==> config.mk <==
export PLATFORM = sky130hd
export DESIGN_NAME = pwm_divchan
export DESIGN_NICKNAME = d
export VERILOG_FILES = /design/src/rtl/pwm_divchan_pkg.sv /design/src/rtl/pwm_divchan_regs.sv /design/src/rtl/pwm_divchan_clkdiv.sv /design/src/rtl/pwm_divchan_period.sv /design/src/rtl/pwm_divchan.sv
export SDC_FILE = /design/constraint.sdc
export NUM_CORES = 1
export LEC_CHECK = 0
export BUFFER_PORTS_ARGS = -buffer_cell sky130_fd_sc_hd__buf_4
export CAP_MARGIN = 20
export CORE_MARGIN = 2
export CORE_UTILIZATION = 25
export CTS_BUF_LIST = sky130_fd_sc_hd__clkbuf_8 sky130_fd_sc_hd__clkbuf_16
export CTS_CLUSTER_SIZE = 28
export DETAILED_ROUTE_END_ITERATION = 8
export GPL_TIMING_DRIVEN = 0
export PLACE_DENSITY_LB_ADDON = 0.2
export RECOVER_POWER = 25
export SYNTH_ARGS = -nofsm -noshare
export SYNTH_HDL_FRONTEND = slang
export SYNTH_HIERARCHICAL = 1
export SYNTH_SLANG_ARGS = --single-unit
==> constraint.sdc <==
create_clock -name clk -period 3 [get_ports clk]
set_clock_uncertainty 0.2 [all_clocks]
set_input_delay 0.15 -clock clk [delete_from_list [all_inputs] [get_ports clk]]
set_output_delay 0.15 -clock clk [all_outputs]
set_load 0.02 [all_outputs]
==> src/rtl/pwm_divchan_pkg.sv <==
package pwm_divchan_pkg;
  localparam int DATA_W  = 32;
  localparam int ADDR_W  = 2;
  localparam int PER_W   = 16;
  localparam int PRE_W   = 8;
  localparam int DIVC_W  = 4;
  localparam int DIV_MAX = 8;

  // control word bit positions
  localparam int B_RUN   = 0;
  localparam int B_GATE  = 1;
  localparam int B_POL   = 2;
  localparam int B_BYP   = 3;
  localparam int B_SRC   = 4;
  localparam int B_DIVC  = 8;
  localparam int B_PRE   = 16;

  localparam logic [DATA_W-1:0] CTRL_MASK =
      (DATA_W'((1 << PRE_W) - 1) << B_PRE) |
      (DATA_W'((1 << DIVC_W) - 1) << B_DIVC) |
      DATA_W'(32'h1F);
  localparam logic [DATA_W-1:0] CTRL_RST = DATA_W'(1) << B_POL;

  typedef enum logic [ADDR_W-1:0] {
    A_CTRL   = 2'd0,
    A_PERIOD = 2'd1,
    A_ACTIVE = 2'd2,
    A_NONE   = 2'd3
  } reg_addr_e;

  typedef struct packed {
    logic [PRE_W-1:0]  presc;
    logic [DIVC_W-1:0] divc;
    logic              src_fast;
    logic              bypass;
    logic              act_high;
    logic              gate_on;
    logic              run_en;
  } ctrl_t;
endpackage

==> src/rtl/pwm_divchan_regs.sv <==
module pwm_divchan_regs
  import pwm_divchan_pkg::*;
(
  input  logic              clk,
  input  logic              rst_n,
  input  logic              we,
  input  logic [ADDR_W-1:0] addr,
  input  logic [DATA_W-1:0] wdata,
  output logic [DATA_W-1:0] rdata,
  output ctrl_t             ctrl,
  output logic [PER_W-1:0]  per_sh,
  output logic [PER_W-1:0]  act_sh
);
  logic [DATA_W-1:0] ctrl_q;

  always_ff @(posedge clk or negedge rst_n) begin
    if (!rst_n) begin
      ctrl_q <= CTRL_RST;
      per_sh <= '0;
      act_sh <= '0;
    end else if (we) begin
      case (reg_addr_e'(addr))
        A_CTRL:   ctrl_q <= wdata & CTRL_MASK;
        A_PERIOD: per_sh <= wdata[PER_W-1:0];
        A_ACTIVE: act_sh <= wdata[PER_W-1:0];
        default:  ;
      endcase
    end
  end

  always_comb begin
    ctrl.run_en   = ctrl_q[B_RUN];
    ctrl.gate_on  = ctrl_q[B_GATE];
    ctrl.act_high = ctrl_q[B_POL];
    ctrl.bypass   = ctrl_q[B_BYP];
    ctrl.src_fast = ctrl_q[B_SRC];
    ctrl.divc     = ctrl_q[B_DIVC +: DIVC_W];
    ctrl.presc    = ctrl_q[B_PRE +: PRE_W];
  end

  always_comb begin
    case (reg_addr_e'(addr))
      A_CTRL:   rdata = ctrl_q;
      A_PERIOD: rdata = DATA_W'(per_sh);
      A_ACTIVE: rdata = DATA_W'(act_sh);
      default:  rdata = '0;
    endcase
  end

  AST_RESERVED_ZERO: assert property (@(posedge clk) disable iff (!rst_n)
    (addr == A_CTRL) |-> ((rdata & ~CTRL_MASK) == '0));
endmodule

==> src/rtl/pwm_divchan_clkdiv.sv <==
module pwm_divchan_clkdiv
  import pwm_divchan_pkg::*;
(
  input  logic              clk,
  input  logic              rst_n,
  input  logic              run,
  input  logic              fast_stb,
  input  logic              slow_stb,
  input  logic              src_fast,
  input  logic [DIVC_W-1:0] divc,
  input  logic [PRE_W-1:0]  presc,
  output logic              sel_stb,
  output logic              tick
);
  localparam logic [DIVC_W-1:0] N_MAX = DIVC_W'(DIV_MAX);

  logic [DIV_MAX-1:0] p_q;
  logic [DIV_MAX-1:0] mask;
  logic [PRE_W-1:0]   q_q;
  logic [DIVC_W-1:0]  eff_n;
  logic               d2;

  assign sel_stb = src_fast ? fast_stb : slow_stb;
  assign eff_n   = (divc > N_MAX) ? N_MAX : divc;

  for (genvar i = 0; i < DIV_MAX; i++) begin : g_mask
    assign mask[i] = (DIVC_W'(i) < eff_n);
  end

  assign d2   = sel_stb && ((p_q & mask) == mask);
  assign tick = d2 && (q_q >= presc);

  always_ff @(posedge clk or negedge rst_n) begin
    if (!rst_n) begin
      p_q <= '0;
      q_q <= '0;
    end else if (!run) begin
      p_q <= '0;
      q_q <= '0;
    end else begin
      if (sel_stb) p_q <= p_q + 1'b1;
      if (d2)      q_q <= (q_q >= presc) ? '0 : q_q + 1'b1;
    end
  end

  AST_TICK_NEEDS_STB: assert property (@(posedge clk) disable iff (!rst_n)
    tick |-> sel_stb);
  AST_NO_TICK_STOPPED: assert property (@(posedge clk) disable iff (!rst_n)
    !run |=> (p_q == '0 && q_q == '0));
endmodule

==> src/rtl/pwm_divchan_period.sv <==
module pwm_divchan_period
  import pwm_divchan_pkg::*;
(
  input  logic             clk,
  input  logic             rst_n,
  input  logic             run,
  input  logic             tick,
  input  logic [PER_W-1:0] per_sh,
  input  logic [PER_W-1:0] act_sh,
  output logic             in_active
);
  logic [PER_W-1:0] cnt_q;
  logic [PER_W-1:0] per_w;
  logic [PER_W-1:0] act_w;
  logic             wrap;

  assign wrap      = tick && (cnt_q >= per_w);
  assign in_active = (cnt_q < act_w);

  always_ff @(posedge clk or negedge rst_n) begin
    if (!rst_n) begin
      cnt_q <= '0;
      per_w <= '0;
      act_w <= '0;
    end else if (!run) begin
      cnt_q <= '0;
      per_w <= per_sh;
      act_w <= act_sh;
    end else if (tick) begin
      if (wrap) begin
        cnt_q <= '0;
        per_w <= per_sh;
        act_w <= act_sh;
      end else begin
        cnt_q <= cnt_q + 1'b1;
      end
    end
  end

  AST_CNT_BOUND: assert property (@(posedge clk) disable iff (!rst_n)
    cnt_q <= per_w);
  AST_HOLD_ZERO: assert property (@(posedge clk) disable iff (!rst_n)
    !run |=> (cnt_q == '0));
  AST_SHADOW_AT_WRAP: assert property (@(posedge clk) disable iff (!rst_n)
    (run && $past(run) && !$stable(act_w)) |-> $past(wrap));
endmodule

==> src/rtl/pwm_divchan.sv <==
module pwm_divchan
  import pwm_divchan_pkg::*;
(
  input  logic              clk,
  input  logic              rst_n,
  input  logic              fast_stb,
  input  logic              slow_stb,
  input  logic              reg_we,
  input  logic [ADDR_W-1:0] reg_addr,
  input  logic [DATA_W-1:0] reg_wdata,
  output logic [DATA_W-1:0] reg_rdata,
  output logic              pwm_out
);
  ctrl_t            ctrl;
  logic [PER_W-1:0] per_sh;
  logic [PER_W-1:0] act_sh;
  logic             run;
  logic             sel_stb;
  logic             tick;
  logic             in_active;

  pwm_divchan_regs u_regs (
    .clk    (clk),
    .rst_n  (rst_n),
    .we     (reg_we),
    .addr   (reg_addr),
    .wdata  (reg_wdata),
    .rdata  (reg_rdata),
    .ctrl   (ctrl),
    .per_sh (per_sh),
    .act_sh (act_sh)
  );

  assign run = ctrl.run_en && ctrl.gate_on;

  pwm_divchan_clkdiv u_div (
    .clk      (clk),
    .rst_n    (rst_n),
    .run      (run),
    .fast_stb (fast_stb),
    .slow_stb (slow_stb),
    .src_fast (ctrl.src_fast),
    .divc     (ctrl.divc),
    .presc    (ctrl.presc),
    .sel_stb  (sel_stb),
    .tick     (tick)
  );

  pwm_divchan_period u_per (
    .clk       (clk),
    .rst_n     (rst_n),
    .run       (run),
    .tick      (tick),
    .per_sh    (per_sh),
    .act_sh    (act_sh),
    .in_active (in_active)
  );

  always_comb begin
    if (!run)             pwm_out = !ctrl.act_high;
    else if (ctrl.bypass) pwm_out = sel_stb;
    else                  pwm_out = in_active ? ctrl.act_high : !ctrl.act_high;
  end

  AST_IDLE_INACTIVE: assert property (@(posedge clk) disable iff (!rst_n)
    !(ctrl.run_en && ctrl.gate_on) |-> (pwm_out == !ctrl.act_high));
  AST_BYPASS_RAW: assert property (@(posedge clk) disable iff (!rst_n)
    (run && ctrl.bypass) |-> (pwm_out == (ctrl.src_fast ? fast_stb : slow_stb)));
endmodule

After elaboration in Yosys (flattened, before gate mapping)
Index checks and enable logic that the tools add are counted.

cells by class
  equality and inequality tests = 7
  muxes and demuxes = 20
  reductions and logical operators = 10
  bitwise operators = 1
  magnitude comparators = 12
  add/subtract/negate cells = 3

operator list
  cell                                                    count
  two-way mux 16 bit                                      9
  one-hot mux 24 bit (3 select lines)                     1
  two-way mux 8 bit                                       5
  adder 16 x 1 -> 16 bit (second input constant)          1
  adder 8 x 1 -> 8 bit (second input constant)            2
  >= comparator 16 bit                                    1
  < comparator 16 bit                                     1
  < comparator 3 x 4 -> 1 bit (first input constant)      4
  bitwise AND 8 bit                                       1
  equality test 8 bit                                     1
  >= comparator 8 bit                                     1
  < comparator 1 x 4 -> 1 bit (first input constant)      2
  < comparator 2 x 4 -> 1 bit (first input constant)      2
  AND reduction 2 bit                                     4
  > comparator 4 bit (second input constant)              1
  logical AND 1 bit                                       4
  two-way mux 1 bit                                       4
  two-way mux 4 bit                                       1
  inequality test 2 x 1 -> 1 bit (second input constant)  2
  inequality test 2 bit (second input constant)           2
  equality test 2 x 1 -> 1 bit (second input constant)    1
  equality test 2 bit (second input constant)             1
  logical NOT 2 bit                                       1
  logical NOT 1 bit                                       1

storage, ports and cells
  bits of input ports = 39
  flip-flop bits (word level) = 113

Longest topological paths before layout
Gate-level depths: netlist of the first run.

  word-level depth = 11
  mapped depth = 13
  depth with buffers taken out = 12

Hierarchy
Netlist of the first run, hierarchy kept.

modules (own cells, without submodules)
  module              area an instance (µm²)  cells each  instances
  pwm_divchan_period  2,960.3                 291         1
  pwm_divchan_regs    2,242.2                 155         1
  pwm_divchan_clkdiv  1,143.6                 122         1
  pwm_divchan         35.0                    7           1

Worst setup path before layout of the first run
OpenSTA, ideal clock, no wires.

  path kind = reg2out
  start = register u_per.cnt_q[9]
  end = output port pwm_out
  arrival = 2,349 ps
  setup slack = 301 ps
  buffers on the path = 0
  stages on the path, launching flop included = 11
  cells stage by stage = dfrtp_1 ha_1 a21o_1 a21o_1 a211oi_1 o21bai_1 a21o_1 a221oi_1 and3b_1 a21oi_1 o22ai_1

between the ends
  longest elaborated chain between the ends = 4

RTL lines
  what                    RTL line                  source
  start, declared         pwm_divchan_period.sv:12  logic [PER_W-1:0] cnt_q;
  start signal, assigned  pwm_divchan_period.sv:35  cnt_q <= cnt_q + 1'b1;
  < comparator 16 bit     pwm_divchan_period.sv:18  assign in_active = (cnt_q < act_w);
  net in_active           pwm_divchan.sv:20         logic in_active;
  two-way mux 1 bit       pwm_divchan.sv:62         else pwm_out = in_active ? ctrl.act_high : !ctrl.act_high;
  two-way mux 1 bit       pwm_divchan.sv:61         else if (ctrl.bypass) pwm_out = sel_stb;
  two-way mux 1 bit       pwm_divchan.sv:60         if (!run) pwm_out = !ctrl.act_high;
  end, declared           pwm_divchan.sv:12         output logic pwm_out

The timed path passes the listed nets, and every way through them passes these cells.

Worst setup path after layout of the first run
Ends and elaborated chain as after synthesis.

==> reports/results.tsv, run 1 <==
metric	value	unit
status	finished, violations left	
violations	max-capacitance violations, max-slew violations, negative setup slack	
ant_nets	0	
synth_compound_area_share	15.9	%
row_count	58	
crit_required	2650	ps
synth-main-ff-cell	dfrtp_1	
grt_max_degree	84	
ys_top_cells_by_area	dfrtp_1 (44%), mux2_2 (8.6%), ha_1 (8.2%)	
core	25100	um^2
cts_buffers	17	
cp.arrival	2800	ps
design_area	8240	um^2
wl_per_cell	16.1	um
fin_crit	3150	ps
path_clk_slew	60	ps
path_buf_inv	1	
synth_common_cells	dfrtp_1 (112), nand2_1 (52), inv_1 (50), mux2_2 (49), ha_1 (42)	
fmax	317	MHz
startpoint_type	register	
cts_root_buffer	clkbuf_16	
ys_async_sr_fraction	100	%
routed_wl	16600	um
drc	0	
tightestPinTransition	1790	ps
p_leak	3.81	nW
vias	4644	
fin_util	32.8	%
die-area	26800	um^2
synth_top_area_cell	dfrtp_1	
drv_slew	32	
post-place-ws	-268	ps
fill_cells	2581	
synth_edf_count	0	
path_max_fanout	2	
areaGrowthSynthToFinish	29.2	%
avgViaCountPerCell	4.50	
yosys.area_share.simple	12.0	%
p_per_area	680	nW/um^2
yosysMostFrequentCell	dfrtp_1	
synth_top_area_share	43.9	%
instances_no_fill	1032	
slowest_delay	430	ps
overflow	0	
synth.mux.area_fraction	11.1	%
syn_avg_cell_area	11.1	um^2
htree_levels	4	
synthAdderAreaFrac	8.24	%
rsz0062_at_grt	true	
io_buffer_count	54	
setup_ws	-155	ps
fin_tns_setup	-155	ps
clk_path_buf_depth	2	
slowest_stage	dfrtp_2	
firstDrtPassIters	4	
reg2reg_from	u_regs/ctrl_q[11]	
synthesis.area	6380	um^2
numClockSinks	113	
synth_top_family_by_area	compound AO/OA/AOI/OAI gates	
hp-start	reg_addr[0]	
layout-drive-gt1-share	32.8	%
n_antenna_cell	0	
yosys_warnings	6	
syn_inst	575	
ir_drop	0.300	mV
synth_xor_area_share	2.20	%
timing.final.crit_share	105	%
drtIter0Drc	165	
total_power	5.61	mW
slew_headroom	-19.5	%
path_cells	ha_4 -> a21o_1 -> a21o_1 -> a211oi_2 -> o21bai_1 -> a21o_1 -> a221oi_4 -> and3b_1 -> a21oi_2 -> o22ai_2 -> buf_6	
hold_slack	44.4	ps
clock_latency	420	ps
crit_start	u_per/cnt_q[9]	
path_delay_family	compound AO/OA/AOI/OAI gates	
grt_pass1_wl	27000	um
hold_class	in2reg	
antenna_found_initial	0	
crit_top_cell	a21o_1	
synth_seq_cells	113	
regArea	2830	um^2
grtUsageTotal	13.2	%
post-place-cells	967	
multiInputGateArea	3260	um^2
grt_pass1_vias	4900	
num_io_pins	72	
drv_cap	1	
synth-seq-area-share	44.3	%
initial_utilization	25.4	%
path_class	reg2out	
gp_congestion	0.752	
dp_hpwl	12100	um
dpl_cell_area	7260	um^2
die_w	164	um
ys_types	61	
crit_path_end_kind	output pin	
tritoncts	done	
final-setup-viol-count	1	
die_h	164	um
nets	770	
hold_viol_final	0	
state kept, by name, summed over array words and instances (netlist names):
| register | count |
|---|---|
| u_regs/per_sh | 16 |
| u_div/q_q | 8 |
| u_regs/act_sh | 16 |
| u_per/per_w | 16 |
| u_per/cnt_q | 16 |
| u_regs/ctrl_q | 17 |
| u_per/act_w | 16 |
| u_div/p_q | 8 |
metal layers:
metal | GRT usage, % | vias to the layer above | wire (um)
li1 | - | 2258 | -
met4 | 3.79 | 0 | 161
met1 | 16.2 | 2312 | 7320
met5 | 0 | - | 0
met2 | 22.9 | 65 | 8600
met3 | 3.28 | 9 | 565
what timing repair did:
| action | CTS | global route |
|---|---|---|
| cloned | 0 | 0 |
| endpoints found under the setup margin | 17 | 32 |
| hold buffers | 27 | 0 |
| setup buffers | 6 | 0 |
| hold endpoints to repair | 161 | 0 |
| pin swaps | 14 | 3 |
| resized for setup | 13 | 7 |
tightest hold or removal path: stages:
cell and delay (ps):
buf_4 130, nor3b_4 110, mux2_2 240
layout make-up:
class,count,share of cell area (%)
Inverter,50,2.28
Tap cell,330,5.01
Multi-Input combinational cell,388,39.5
Buffer,31,2.55
Clock buffer,19,5.49
Clock inverter,13,1.94
Sequential cell,113,34.4
Timing Repair Buffer,88,8.88
logic make-up after synthesis:
| group | after synthesis |
|---|---|
| simple gates | 145 |
| compound gates | 114 |
| flops | 113 |
| buf+inv | 81 |
| mux | 63 |
| fa+ha+maj | 42 |
| xor+xnor | 16 |
| other cells | 1 |
power breakdown:
group	leakage, nW	switching [mW]	internal, mW	total, mW
Clock	0.293	0.747	1.35	2.10
Sequential	1.41	0.176	1.83	2.01
Combinational	2.11	0.832	0.673	1.51
Total	3.81	1.76	3.85	5.61
path summary, 6_finish.rpt:
| kind | to | slack [ps] | cells past startpoint |
|---|---|---|---|
| max | pwm_out | -150 | 11 |
| min | u_regs/ctrl_q[23] | 40 | 3 |
| max reg2reg | u_per/cnt_q[15] | 200 | 11 |
| min reg2reg | u_regs/ctrl_q[20] | 330 | 1 |
| max in group asynchronous | u_per/act_w[13] | 480 | 3 |
| min in group asynchronous | u_per/per_w[7] | 570 | 2 |
cells in the final DEF, fill, tap and decap left out, types with 3 or more instances in the layout:
cell type	n
dfrtp_2	3
ha_1	40
o22ai_1	4
o31ai_2	5
dlygate4sd3_1	27
inv_1	49
mux2_2	49
and2_1	20
a21oi_1	14
a22o_1	7
nand3_1	14
buf_2	7
mux2_4	3
clkbuf_16	17
a32oi_1	5
nand2_1	52
o22ai_2	30
nand4_1	9
dfrtp_1	109
nor2_1	18
nor2b_1	6
a21o_1	7
xnor2_1	6
o21ai_0	8
o21ai_1	3
o2bb2ai_1	10
clkbuf_1	6
nand2b_1	8
clkinvlp_4	4
buf_4	70
xor2_1	10
bufinv_16	3
conb_1	8
mux2i_1	11
buf_6	7
No activity file was read; power rests on OpenSTA's default activity.
==> run 2, diff against run 1 <==
Settings changed: PLACE_DENSITY set to 0.46, PLACE_DENSITY_LB_ADDON 0.2 to unset.
==> reports/results.tsv, run 2 (synthesized netlist as in run 1, its figures left out) <==
metric	value	unit	change
crit_cells	12		+1
mostFrequentLayoutCell	dfrtp_1		
ir_drop	0.399	mV	+33%
io_buffer_count	54		unchanged
top_register	u_regs/ctrl_q		
fin_util	33.0	%	+0.16 points
path_cells	inv_2 -> ha_4 -> a21o_1 -> a21o_1 -> a211oi_2 -> o21bai_1 -> a21o_1 -> a221oi_4 -> and3b_1 -> a21oi_2 -> o22ai_2 -> buf_6		
post-place-cells	967		unchanged
hold_viol_final	0		unchanged
final-setup-viol-count	1		unchanged
fin_crit	3150	ps	-4.89 ps
drv_cap	1		unchanged
avgViaCountPerCell	4.52		+0.54%
path_delay_family	compound AO/OA/AOI/OAI gates		
firstDrtPassIters	4		unchanged
gp_congestion	0.781		+3.9%
die_h	164	um	unchanged
largest_reg_flops	17		unchanged
violations	max-capacitance violations, max-slew violations, negative setup slack		
routed_wl	16700	um	+0.38%
fmax	317	MHz	+0.16%
cp.arrival	2800	ps	about the same
core	25100	um^2	unchanged
die-area	26800	um^2	unchanged
die_w	164	um	unchanged
reg2reg_from	u_div/q_q[5]		
clk_path_buf_depth	2		unchanged
ant_nets	0		unchanged
areaGrowthSynthToFinish	29.8	%	
crit_required	2650	ps	about the same
slowest_delay	370	ps	-60 ps
grt_max_degree	86		+2.4%
crit_start	u_per/act_w[9]		
slew_headroom	-0.286	%	+19 points
cts_root_buffer	clkbuf_16		
hold_class	in2reg		
fill_cells	2563		-0.70%
rr_endpoint	u_per/cnt_q[15]		
drc	0		unchanged
instances_no_fill	1036		+0.39%
tritoncts	done		
p_leak	3.84	nW	+0.73%
crit_top_cell	a21o_1		
num_io_pins	72		unchanged
vias	4687		+0.93%
numClockSinks	113		unchanged
rrSetupSlack	260	ps	+60 ps
grt_pass1_vias	4878		-0.45%
dp_hpwl	12300	um	+1.7%
path_clk_slew	50	ps	about the same
clock_latency	420	ps	about the same
layout-drive-gt1-share	33.3	%	+0.52 points
grtUsageTotal	13.2	%	-0.034 points
slowest_stage	dfrtp_1		
rsz0062_at_grt	true		
path_buf_inv	2		+1
status	finished, violations left		
drv_slew	27		-16%
hold_slack	47.6	ps	+3.13 ps
startpoint_type	register		
htree_levels	4		unchanged
rr_worst_depth	10		-1
row_count	58		unchanged
antenna_found_initial	0		unchanged
p_per_area	676	nW/um^2	-0.64%
n_antenna_cell	0		unchanged
nets	774		+0.52%
drtIter0Drc	211		+28%
path_class	reg2out		
fin_tns_setup	-150	ps	+4.89 ps
cp-endpoint	pwm_out		
wl_per_cell	16.1	um	about the same
final_cell_mix	dfrtp_1 (111), buf_4 (73), nand2_1 (52), mux2_2 (49), inv_1 (48)		
tightestPinTransition	1500	ps	-288 ps
grt_pass1_wl	26800	um	-0.59%
path_max_fanout	2		unchanged
setup_ws	-150	ps	+4.89 ps
timing.final.crit_share	105	%	-0.16 points
cts_buffers	17		unchanged
initial_utilization	25.4	%	unchanged
crit_path_end_kind	output pin		
overflow	0		unchanged
run 2: cell types whose count changed in the layout (fill, tap and decap cells not counted), sizes merged:
cell         delta
buf             +1
bufinv          -1
clkbuf          +6
clkinv          +1
clkinvlp        -1
dlygate4sd3     +1
inv             -3
run 2: worst min-delay path by stage:
stage,startpoint,end,cells past startpoint
finish,reg_addr[1],u_regs/per_sh[13],3
global placement,reg_wdata[20],u_regs/ctrl_q[20],2
detailed placement,rst_n,u_regs/ctrl_q[21],1
global route,reg_addr[1],u_regs/per_sh[13],3
CTS,reg_addr[1],u_regs/per_sh[13],3
floorplan,rst_n,u_div/p_q[0],0
run 2: area by class of cell:
type | instances | area [um^2] | share of cell area (%)
plain buffers | 30 | 206 | 2.49
clock buffers | 23 | 508 | 6.13
clock inverters | 9 | 103 | 1.24
inverters | 50 | 188 | 2.27
multi-input cells | 388 | 3270 | 39.5
flip-flops and latches | 113 | 2830 | 34.2
well taps | 330 | 413 | 4.98
repair buffers | 93 | 764 | 9.23
run 2: per-stage QoR:
| stage | power [mW] | setup WS [ps] | instance area (um^2) |
|---|---|---|---|
| global placement | 3.44 | -293 | 7230 |
| CTS | 5.67 | -237 | 8280 |
| detailed placement | 3.49 | -297 | 7260 |
| global route | 5.92 | -258 | 8280 |
| finish | 5.60 | -150 | 8280 |
| floorplan | 3.02 | 301 | 6410 |
run 2: worst reg2reg max path: stages, from the launching register on:
cell and delay, ps:
dfrtp_1 440, ha_1 330, o2111ai_1 100, o21ai_1 190
nand2_1 140, nor2_4 200, nor2b_4 110, nor4_4 350
nand2_1 110, or3_1 350, a21oi_1 140
run 2: where the power goes:
group / internal (mW) / total [mW] / switching, mW / leakage (nW)
Combinational: 0.686 / 1.54 / 0.851 / 2.13
Clock: 1.35 / 2.05 / 0.705 / 0.297
Sequential: 1.83 / 2.01 / 0.178 / 1.41
Total: 3.86 / 5.60 / 1.73 / 3.84
run 2: layer usage:
layer | GRT usage [%] | part of all wire (%)
met1 | 15.0 | 42
met5 | 0 | 0
met4 | 5.58 | 2.1
met3 | 2.73 | 2.6
met2 | 23.7 | 54
run 2: timing repair:
| item | in CTS | in global routing |
|---|---|---|
| setup buffers | 6 | 3 |
| hold endpoints to repair | 162 | 0 |
| hold buffers | 29 | 0 |
| setup endpoints to repair | 7 | 42 |
| gates resized for setup | 14 | 10 |
| pin swaps | 12 | 7 |
==> run 3, diff against run 2 <==
Settings changed: ABC_AREA set to 1, CAP_MARGIN 20 to 30.
Clock period 3 ns to 3.8 ns, I/O delays scaled along.
==> reports/results.tsv, run 3 <==
metric	value	unit	change
grtUsageTotal	15.2	%	+2.0 points
initial_utilization	25.6	%	+0.20 points
gp_congestion	0.834		+6.8%
core	26200	um^2	+4.4%
clock_latency	410	ps	about the same
timing.final.crit_share	89.1	%	
rrSetupSlack	410	ps	+150 ps
holdPathStages	5		+2
grt_pass1_wl	33100	um	+23%
die_w	168	um	+2.5%
vias	6111		+30%
wl_per_cell	15.0	um	-6.8%
clk_path_buf_depth	2		unchanged
synth-main-ff-cell	dfrtp_1		
violations	max-capacitance violations, max-slew violations		
p_seq_share	37.9	%	+2.0 points
final_cell_mix	nand2_1 (305), dfrtp_1 (112), nand3_1 (109), inv_1 (98), buf_4 (68)		
largest_reg_flops	17		unchanged
antenna_found_initial	0		unchanged
path_max_fanout	10		+8
synth_edf_count	0		unchanged
cts_root_buffer	clkbuf_16		
dpl_cell_area	7590	um^2	+4.7%
ys_async_sr_fraction	100	%	unchanged
total_power	4.02	mW	-28%
intPower	2.76	mW	-28%
design_area	8500	um^2	+2.6%
dp_hpwl	15100	um	+23%
slew_headroom	-13.0	%	-13 points
reg2reg_from	u_regs/ctrl_q[23]		
crit_start	u_regs/ctrl_q[23]		
io_buffer_count	54		unchanged
die_h	168	um	+2.5%
syn_avg_cell_area	7.51	um^2	-32%
path_clk_slew	60	ps	about the same
drc	0		unchanged
layout-drive-gt1-share	13.7	%	-20 points
startpoint_type	register		
avgViaCountPerCell	4.51		-0.39%
swShare	31.3	%	+0.30 points
die-area	28200	um^2	+5.1%
status	finished, violations left		
nets	1090		+41%
postCtsSetupBuffers	0		-6
tritoncts	done		
num_io_pins	72		unchanged
clock_power_share	40.5	%	+3.8 points
top_register	u_regs/ctrl_q		
hold_viol_final	0		unchanged
synthesis.area	6710	um^2	+5.2%
p_per_area	473	nW/um^2	-30%
grt_pass1_vias	6059		+24%
routed_wl	20400	um	+22%
overflow	0		unchanged
cp-endpoint	u_per/per_w[15]		
crit_required	3950	ps	+1300 ps
n_antenna_cell	0		unchanged
tightestPinTransition	1690	ps	+190 ps
fill_cells	2823		+10%
yosys_warnings	6		unchanged
crit_path_end_kind	register		
drv_slew	30		+11%
yosysMostFrequentCell	nand2_1		
fin_crit	3390	ps	
fmax	295	MHz	
firstDrtPassIters	5		+1
power_switching	1.26	mW	-27%
cts_buffers	17		unchanged
row_count	59		+1.7%
rr_worst_depth	14		+4
cp.arrival	3530	ps	+730 ps
ant_nets	0		unchanged
ir_drop	0.218	mV	-45%
final-setup-viol-count	0		-1
mostFrequentLayoutCell	nand2_1		
htree_levels	4		unchanged
fin_tns_setup	0	ps	+150 ps
grt_max_degree	86		unchanged
synth-seq-area-share	42.1	%	-2.2 points
numClockSinks	113		unchanged
drv_cap	1		unchanged
p_leak	4.44	nW	+16%
ys_types	41		-33%
rr_endpoint	u_per/per_w[15]		
synth_top_area_share	41.8	%	-2.2 points
rsz0062_at_grt	false		
hold_class	in2reg		
syn_inst	894		+55%
ys_top_cells_by_area	dfrtp_1 (42%), nand2_1 (17%), nand3_1 (8.1%)		
areaGrowthSynthToFinish	26.6	%	
synth_top_area_cell	dfrtp_1		
path_class	reg2reg		
synth_seq_cells	113		unchanged
synth_common_cells	nand2_1 (305), dfrtp_1 (112), nand3_1 (109), inv_1 (97), nor2_1 (56)		
drtIter0Drc	406		+92%
combPwrFrac	21.5	%	-6.0 points
-- run 3: changes by cell type after synthesis, sizes merged, moves of 8 or more --
cell / before / now
a21oi: 15 / 24
and2: 20 / 1
buf: 24 / 38
inv: 50 / 104
mux2: 52 / 0
mux2i: 11 / 0
nand2: 52 / 310
nand2b: 8 / 0
nand3: 14 / 111
nand4: 9 / 44
nor2: 20 / 62
o22ai: 34 / 1
o2bb2ai: 10 / 0
-- run 3: timing repair --
item / in CTS / in global routing
endpoints found under the hold margin: 163 / 0
hold buffers: 34 / 0
resized for setup: 0 / 0
-- run 3: power by group through the flow --
stage | logic [mW] | registers (mW) | clock network [mW]
6_report | 0.866 | 1.53 | 1.63
5_1_grt | 0.995 | 1.55 | 1.72
4_1_cts | 0.884 | 1.52 | 1.67
3_5_place_dp | 0.840 | 1.54 | 0
3_3_place_gp | 0.829 | 1.54 | 0
2_1_floorplan | 0.565 | 1.49 | 0
-- run 3: how the worst min path moves through the flow --
stage,slack [ps],from,end
2_1_floorplan,-310,rst_n,u_div/p_q[0]
3_3_place_gp,230,reg_wdata[19],u_regs/ctrl_q[19]
3_5_place_dp,-100,rst_n,u_regs/per_sh[5]
4_1_cts,20,rst_n,u_regs/per_sh[5]
5_1_grt,50,reg_addr[0],u_regs/act_sh[2]
6_report,40,reg_addr[0],u_regs/act_sh[4]
-- run 3: critical path, cell delays in order (launching register included) --
cell and delay (ps):
dfrtp_1 410, inv_1 60, ha_1 290, nand2_1 70, nor2_1 200, nand4_1 220, nand3_1 270, inv_1 90
nor2_1 200, inv_1 70, nand2_1 170, buf_2 300, buf_1 490, nand3_1 170, nand2_1 100
-- run 3: layer usage --
metal  part of all wire [%]  wire (um)  track usage (%)  vias up
li1                       -          -                -     3096
met2                     46       9460             24.6      116
met5                      0          0                0        -
met1                     48       9800             20.5     2876
met4                    1.8        358             4.95        0
met3                    3.7        758             2.84       23
-- run 3: cell families (layout without fill, tap and decap cells) --
group	after synthesis	count (layout)	synth area share [%]
simple gates	538	538	35.2
xor+xnor	9	9	1.17
fa+ha+maj	42	42	7.83
other cells	1	8	0.0559
compound gates	44	44	3.71
buf+inv	147	267	9.86
flops	113	113	42.1
-- run 3: final cells by class --
class | count | area [um^2] | area share, %
clock inverter | 12 | 141 | 1.66
multi-input combinational | 641 | 3250 | 38.2
tap | 335 | 419 | 4.93
timing repair buffer | 89 | 749 | 8.82
sequential | 113 | 2830 | 33.3
inverter | 105 | 394 | 4.64
buffer | 42 | 263 | 3.09
clock buffer | 19 | 453 | 5.33
-- run 3: per-stage QoR --
stage | util, % | std cells | hold WS (ps) | setup WS, ps
2_1_floorplan | - | 901 | -306 | 1350
3_3_place_gp | 28.9 | 1290 | 228 | 412
3_5_place_dp | 29.0 | 1291 | -104 | 400
4_1_cts | 32.5 | 1356 | 15.7 | 371
5_1_grt | 32.4 | 1356 | 50.8 | 83.8
6_report | 32.4 | 1356 | 37.8 | 413
